`src/rtl/lut_cell_pkg.sv`:
```
package lut_cell_pkg;
    localparam int LUT_K      = 4;
    localparam int TABLE_W    = 1 << LUT_K;
    localparam int HALF_W     = TABLE_W / 2;
    localparam int MODE_BITS  = 4;
    localparam int CFG_W      = TABLE_W + MODE_BITS;

    typedef struct packed {
        logic [TABLE_W-1:0] truth;
        logic               arith;
        logic               chain_sel;
        logic               cin_sel;
        logic               fb_sel;
    } cell_cfg_t;

    typedef struct packed {
        logic q;
    } cell_reg_t;
endpackage

```
`src/rtl/lut_cfg_store.sv`:
```
module lut_cfg_store
    import lut_cell_pkg::*;
(
    input  logic      clk,
    input  logic      rst_n,
    input  logic      cfg_en,
    input  logic      cfg_din,
    output cell_cfg_t cfg
);
    cell_cfg_t cfg_d, cfg_q;
    logic [CFG_W-1:0] raw_q;

    assign raw_q = cfg_q;

    always_comb begin
        cfg_d = cfg_q;
        if (cfg_en) begin
            cfg_d = cell_cfg_t'({raw_q[CFG_W-2:0], cfg_din});
        end
    end

    always_ff @(posedge clk or negedge rst_n) begin
        if (!rst_n) begin
            cfg_q <= '0;
        end else begin
            cfg_q <= cfg_d;
        end
    end

    assign cfg = cfg_q;

    // newest serial bit lands in the last configuration position
    p_cfg_shift_r1: assert property (@(posedge clk) disable iff (!rst_n)
        cfg_en |=> raw_q[0] == $past(cfg_din));

    // configuration frozen while the shift enable is low
    p_cfg_hold_r1: assert property (@(posedge clk) disable iff (!rst_n)
        !cfg_en |=> $stable(raw_q));
endmodule

```
`src/rtl/lut_eval.sv`:
```
module lut_eval
    import lut_cell_pkg::*;
(
    input  cell_cfg_t          cfg,
    input  logic [LUT_K-1:0]   data_in,
    input  logic               cin,
    input  logic               sub_en,
    input  logic               reg_fb,
    output logic               f_out,
    output logic               c_out
);
    localparam int HALF_IDX_W = LUT_K - 1;

    logic [LUT_K-1:0]      idx_norm;
    logic [HALF_IDX_W-1:0] idx_arith;
    logic                  b_eff;
    logic [HALF_W-1:0]     sum_half;
    logic [HALF_W-1:0]     carry_half;

    assign sum_half   = cfg.truth[HALF_W-1:0];
    assign carry_half = cfg.truth[TABLE_W-1:HALF_W];

    always_comb begin
        idx_norm    = data_in;
        if (cfg.cin_sel) idx_norm[2] = cin;
        if (cfg.fb_sel)  idx_norm[3] = reg_fb;

        b_eff     = data_in[1] ^ sub_en;
        idx_arith = {cin, b_eff, data_in[0]};

        if (cfg.arith) begin
            f_out = sum_half[idx_arith];
            c_out = carry_half[idx_arith];
        end else begin
            f_out = cfg.truth[idx_norm];
            c_out = 1'b0;
        end
    end
endmodule

```
`src/rtl/lut_out_reg.sv`:
```
module lut_out_reg
    import lut_cell_pkg::*;
(
    input  logic clk,
    input  logic rst_n,
    input  logic clk_en,
    input  logic sclr,
    input  logic sload,
    input  logic load_val,
    input  logic chain_sel,
    input  logic chain_in,
    input  logic lut_val,
    output logic q
);
    cell_reg_t st_d, st_q;

    always_comb begin
        st_d = st_q;
        if (clk_en) begin
            if (sclr) begin
                st_d.q = 1'b0;
            end else if (sload) begin
                st_d.q = load_val;
            end else if (chain_sel) begin
                st_d.q = chain_in;
            end else begin
                st_d.q = lut_val;
            end
        end
    end

    always_ff @(posedge clk or negedge rst_n) begin
        if (!rst_n) begin
            st_q <= '0;
        end else begin
            st_q <= st_d;
        end
    end

    assign q = st_q.q;

    // clear wins over a simultaneous load
    p_sclr_wins_r8: assert property (@(posedge clk) disable iff (!rst_n)
        (clk_en && sclr) |=> !q);

    // load alone takes the load value
    p_sload_val_r8: assert property (@(posedge clk) disable iff (!rst_n)
        (clk_en && !sclr && sload) |=> q == $past(load_val));

    // disabled clock enable keeps the register
    p_hold_r7: assert property (@(posedge clk) disable iff (!rst_n)
        !clk_en |=> $stable(q));

    // chain path captures the neighbour's register
    p_chain_cap_r9: assert property (@(posedge clk) disable iff (!rst_n)
        (clk_en && !sclr && !sload && chain_sel) |=> q == $past(chain_in));

    // normal capture of the table result
    p_lut_cap_r7: assert property (@(posedge clk) disable iff (!rst_n)
        (clk_en && !sclr && !sload && !chain_sel) |=> q == $past(lut_val));
endmodule

```
`src/rtl/lut_cell.sv`:
```
module lut_cell
    import lut_cell_pkg::*;
(
    input  logic             clk,
    input  logic             rst_n,
    input  logic             cfg_en,
    input  logic             cfg_din,
    input  logic             clk_en,
    input  logic [LUT_K-1:0] data_in,
    input  logic             cin,
    input  logic             sub_en,
    input  logic             sload,
    input  logic             sclr,
    input  logic             load_val,
    input  logic             chain_in,
    output logic             comb_out,
    output logic             lut_chain_out,
    output logic             cout,
    output logic             reg_out,
    output logic             chain_out
);
    cell_cfg_t cfg;
    logic      f_val;
    logic      c_val;
    logic      q_val;

    lut_cfg_store u_cfg (
        .clk     (clk),
        .rst_n   (rst_n),
        .cfg_en  (cfg_en),
        .cfg_din (cfg_din),
        .cfg     (cfg)
    );

    lut_eval u_eval (
        .cfg     (cfg),
        .data_in (data_in),
        .cin     (cin),
        .sub_en  (sub_en),
        .reg_fb  (q_val),
        .f_out   (f_val),
        .c_out   (c_val)
    );

    lut_out_reg u_reg (
        .clk       (clk),
        .rst_n     (rst_n),
        .clk_en    (clk_en),
        .sclr      (sclr),
        .sload     (sload),
        .load_val  (load_val),
        .chain_sel (cfg.chain_sel),
        .chain_in  (chain_in),
        .lut_val   (f_val),
        .q         (q_val)
    );

    assign comb_out      = f_val;
    assign lut_chain_out = f_val;
    assign cout          = c_val;
    assign reg_out       = q_val;
    assign chain_out     = q_val;

    // no carry leaves a cell in normal mode
    p_normal_no_carry_r2: assert property (@(posedge clk) disable iff (!rst_n)
        !cfg.arith |-> !cout);
endmodule

```
`config.mk`:
```
export PLATFORM = sky130hd
export DESIGN_NAME = lut_cell
export DESIGN_NICKNAME = d
export VERILOG_FILES = /design/src/rtl/lut_cell_pkg.sv /design/src/rtl/lut_cfg_store.sv /design/src/rtl/lut_eval.sv /design/src/rtl/lut_out_reg.sv /design/src/rtl/lut_cell.sv
export SDC_FILE = /design/constraint.sdc
export NUM_CORES = 1
export LEC_CHECK = 0
export BUFFER_PORTS_ARGS = -buffer_cell sky130_fd_sc_hd__buf_4
export CAP_MARGIN = 10
export CORE_AREA = 3 3 53 55
export DETAILED_ROUTE_END_ITERATION = 6
export DIE_AREA = 0 0 56 58
export PLACE_DENSITY = 0.76
export REMOVE_ABC_BUFFERS = 1
export SYNTH_ARGS = -nofsm -noshare
export SYNTH_HDL_FRONTEND = slang
export SYNTH_SLANG_ARGS = --single-unit
```
`constraint.sdc`:
```
create_clock -name clk -period 1.7 [get_ports clk]
set_input_delay 0.255 -clock clk [delete_from_list [all_inputs] [get_ports clk]]
set_output_delay 0.255 -clock clk [all_outputs]
set_load 0.05 [all_outputs]
```
==> flow_metrics.env <==
export IMPL_status="finished with violations"
export IMPL_violations="setup timing"
export IMPL_synth_top_area_cell="dfrtp_1"
export IMPL_drt_total_wl_um=2330
export IMPL_critPathMaxFanout=3
export IMPL_fin_ws_ns=-0.424
export IMPL_drcViolationCount=0
export IMPL_htreeDepth=1
export IMPL_ys_types=24
export IMPL_initial_core_util_pct=48.0
export IMPL_synth_ff_latch_count=21
export IMPL_cts_buffers=3
export IMPL_vdd_ir_drop_max_mv=1.24
export IMPL_final_common_cell="buf_4"
export IMPL_tightest_slew_ns=0.392
export IMPL_finalSetupTns_ns=-1.11
export IMPL_drt_pass1_iter_count=2
export IMPL_rsz0062_at_grt="yes"
export IMPL_grt_antenna_before_repair=0
export IMPL_clock_sinks=21
export IMPL_synth_area_um2=1170
export IMPL_p_int_mw=1.52
export IMPL_synthToLayoutAreaGrowth_pct=33.2
export IMPL_drt_iter0_markers=22
export IMPL_finalCriticalPeriod_ns=2.12
export IMPL_p_leak_nw=0.698
export IMPL_slew_headroom_pct=73.1
export IMPL_cts_setup_buffers=0
export IMPL_final_cell_area_um2=1560
export IMPL_grt_pass1_wl_um=3910
export IMPL_grtUsageTotal_pct=15.8
export IMPL_yosys_warnings=0
export IMPL_crit_path_start_kind="flop"
export IMPL_overflow=0
export IMPL_p_per_area_nw_per_um2=1490
export IMPL_fill_cells=185
export IMPL_port_buffers=19
export IMPL_cts_tree="built"
export IMPL_cp_end_kind="primary output"
export IMPL_clk_latency_ns=0.31
export IMPL_finalSetupViolCount=4
export IMPL_cap_violations=0
export IMPL_syn_inst=75
export IMPL_nets=132
export IMPL_report_final_slew_viol_count=0
export IMPL_cp_required_ns=1.44
export IMPL_path_clk_slew_ns=0.12
export IMPL_arrival_ns=1.87
export IMPL_die_y_um=58
export IMPL_ios=20
export IMPL_drive_gt1_share_pct=68.1
export IMPL_grt_start_max_net_pins=22
export IMPL_finalClockSkew_ns=0.00799
export IMPL_grt_pass1_vias=863
export IMPL_num_rows=18
export IMPL_path_class="reg -> out"
export IMPL_hold_viol_final=0
export IMPL_vias_per_cell=5.49
export IMPL_num_vias=802
export IMPL_die_w_um=56
export IMPL_seq_power_share_pct=35.5
export IMPL_dieArea_um2=3250
export IMPL_syn_area_per_cell_um2=15.6
export IMPL_yosys_top_cells_area="dfrtp_1, mux2_2, mux4_1"
export IMPL_place_congestion=0.797
export IMPL_ys_seq_area_share_pct=45.0
export IMPL_min_path_type="in -> reg"
export IMPL_pwr_share_clk_pct=10.7
export IMPL_placed_area_um2=1480
export IMPL_layout_common_cells="buf_4, dfrtp_1, mux2_2"
export IMPL_hpwl_um=1760
export IMPL_p_comb_share_pct=53.8
export IMPL_swShare_pct=34.1
export IMPL_n_antenna_cell=0
export IMPL_antenna_left=0
export IMPL_power_switching_mw=0.789
export IMPL_fin_cells=146
export IMPL_wl_per_cell_um=16.0
export IMPL_finalCritPeriodShare_pct=125
export IMPL_synth_top_area_share_pct=45.0
export IMPL_max_freq_mhz=471
export IMPL_core_area_um2=2430
export IMPL_cts_root_buf="clkbuf_4"
export IMPL_place_inst=141
export IMPL_clockBufferDepth=2
-- logic make-up after synthesis --
kind of cell	Yosys count	share of synthesized area, %
AO/OA/AOI/OAI	5	4.50
XOR/XNOR	1	1.39
buffers and inverters	6	3.21
flip-flops	21	45.0
multiplexers	32	39.9
AND/OR/NAND/NOR	10	6.00
-- final cells by class --
| type | instances | area (um2) | area share (%) |
|---|---|---|---|
| Inverter | 1 | 3.75 | 0.241 |
| Clock buffer | 4 | 26.3 | 1.69 |
| Timing Repair Buffer | 42 | 340 | 21.9 |
| Tap cell | 30 | 37.5 | 2.41 |
| Multi-Input combinational cell | 48 | 622 | 40.0 |
| Sequential cell | 21 | 526 | 33.8 |
-- layer usage --
metal,share of wire [%],vias to the layer above,global-route usage [%]
li1,-,370,-
met1,45,407,20.7
met2,49,21,26.0
met3,4.6,4,3.12
met4,1.7,0,6.10
met5,0,-,0
-- power by group through the flow --
stage                     combinational (mW)  sequential [mW]  clock [mW]
after global routing                    1.34            0.849       0.267
after detailed placement                1.13            0.823           0
after CTS                               1.20            0.820       0.251
after floorplan                        0.596            0.843           0
final                                   1.24            0.821       0.246
after global placement                  1.10            0.824           0
-- Yosys cell counts --
cell type and n:
buf_4 2, nor2b_1 1, mux4_1 5, nand2_1 2
nor3b_1 1, nor3_2 1, xor2_2 1, buf_6 1
nor2_1 1, o21ai_0 1, mux4_2 3, nand2b_1 1
a21oi_1 1, nor2b_4 1, or2_2 1, clkbuf_1 2
o22ai_1 1, a2111oi_4 1, mux2_2 21, mux2i_1 3
dfrtp_1 21, inv_2 1, nor4b_1 1, a22o_1 1
-- stage by stage --
step | setup slack [ns] | util [%] | hold slack [ns] | power [mW]
after floorplan | -1.28 | - | -0.0406 | 1.44
after global placement | -0.241 | 60.8 | 0.147 | 1.92
after detailed placement | -0.268 | 60.8 | 0.153 | 1.95
after CTS | -0.443 | 63.2 | 0.173 | 2.28
after global routing | -0.510 | 63.9 | 0.180 | 2.45
final | -0.424 | 63.9 | 0.179 | 2.31
-- sequential cells by signal, summed over array words and instances, names as in the netlist --
| name | flops |
|---|---|
| u_reg.q | 1 |
| u_cfg.cfg | 20 |
-- path summary, 6_finish.rpt --
check	slack [ns]	start	depth (start not counted)	to
max	-0.42	u_cfg.cfg[19]$_DFFE_PN0P_	5	comb_out
min reg2reg	0.58	u_cfg.cfg[0]$_DFFE_PN0P_	1	u_cfg.cfg[0]$_DFFE_PN0P_
min in group asynchronous	0.35	rst_n	2	u_cfg.cfg[5]$_DFFE_PN0P_
min	0.18	cfg_din	2	u_cfg.cfg[0]$_DFFE_PN0P_
max reg2reg	-0.04	u_cfg.cfg[19]$_DFFE_PN0P_	5	u_reg.q$_DFFE_PN0P_
max in group asynchronous	1.13	rst_n	2	u_reg.q$_DFFE_PN0P_
-- worst max-delay path: stages, from the launching register on --
cell and delay [ns]:
dfrtp_1 0.42, mux4_2 0.49, nor2b_4 0.15, a2111oi_4 0.26, nor3_4 0.08, buf_6 0.16
-- repair_timing --
item,CTS,global route
hold buffers,1,0
resized for setup,10,4
endpoints found under the setup margin,4,4
pin swaps,3,2
endpoints found under the hold margin,21,0
Note: power is estimated with default switching activity, not from simulation.
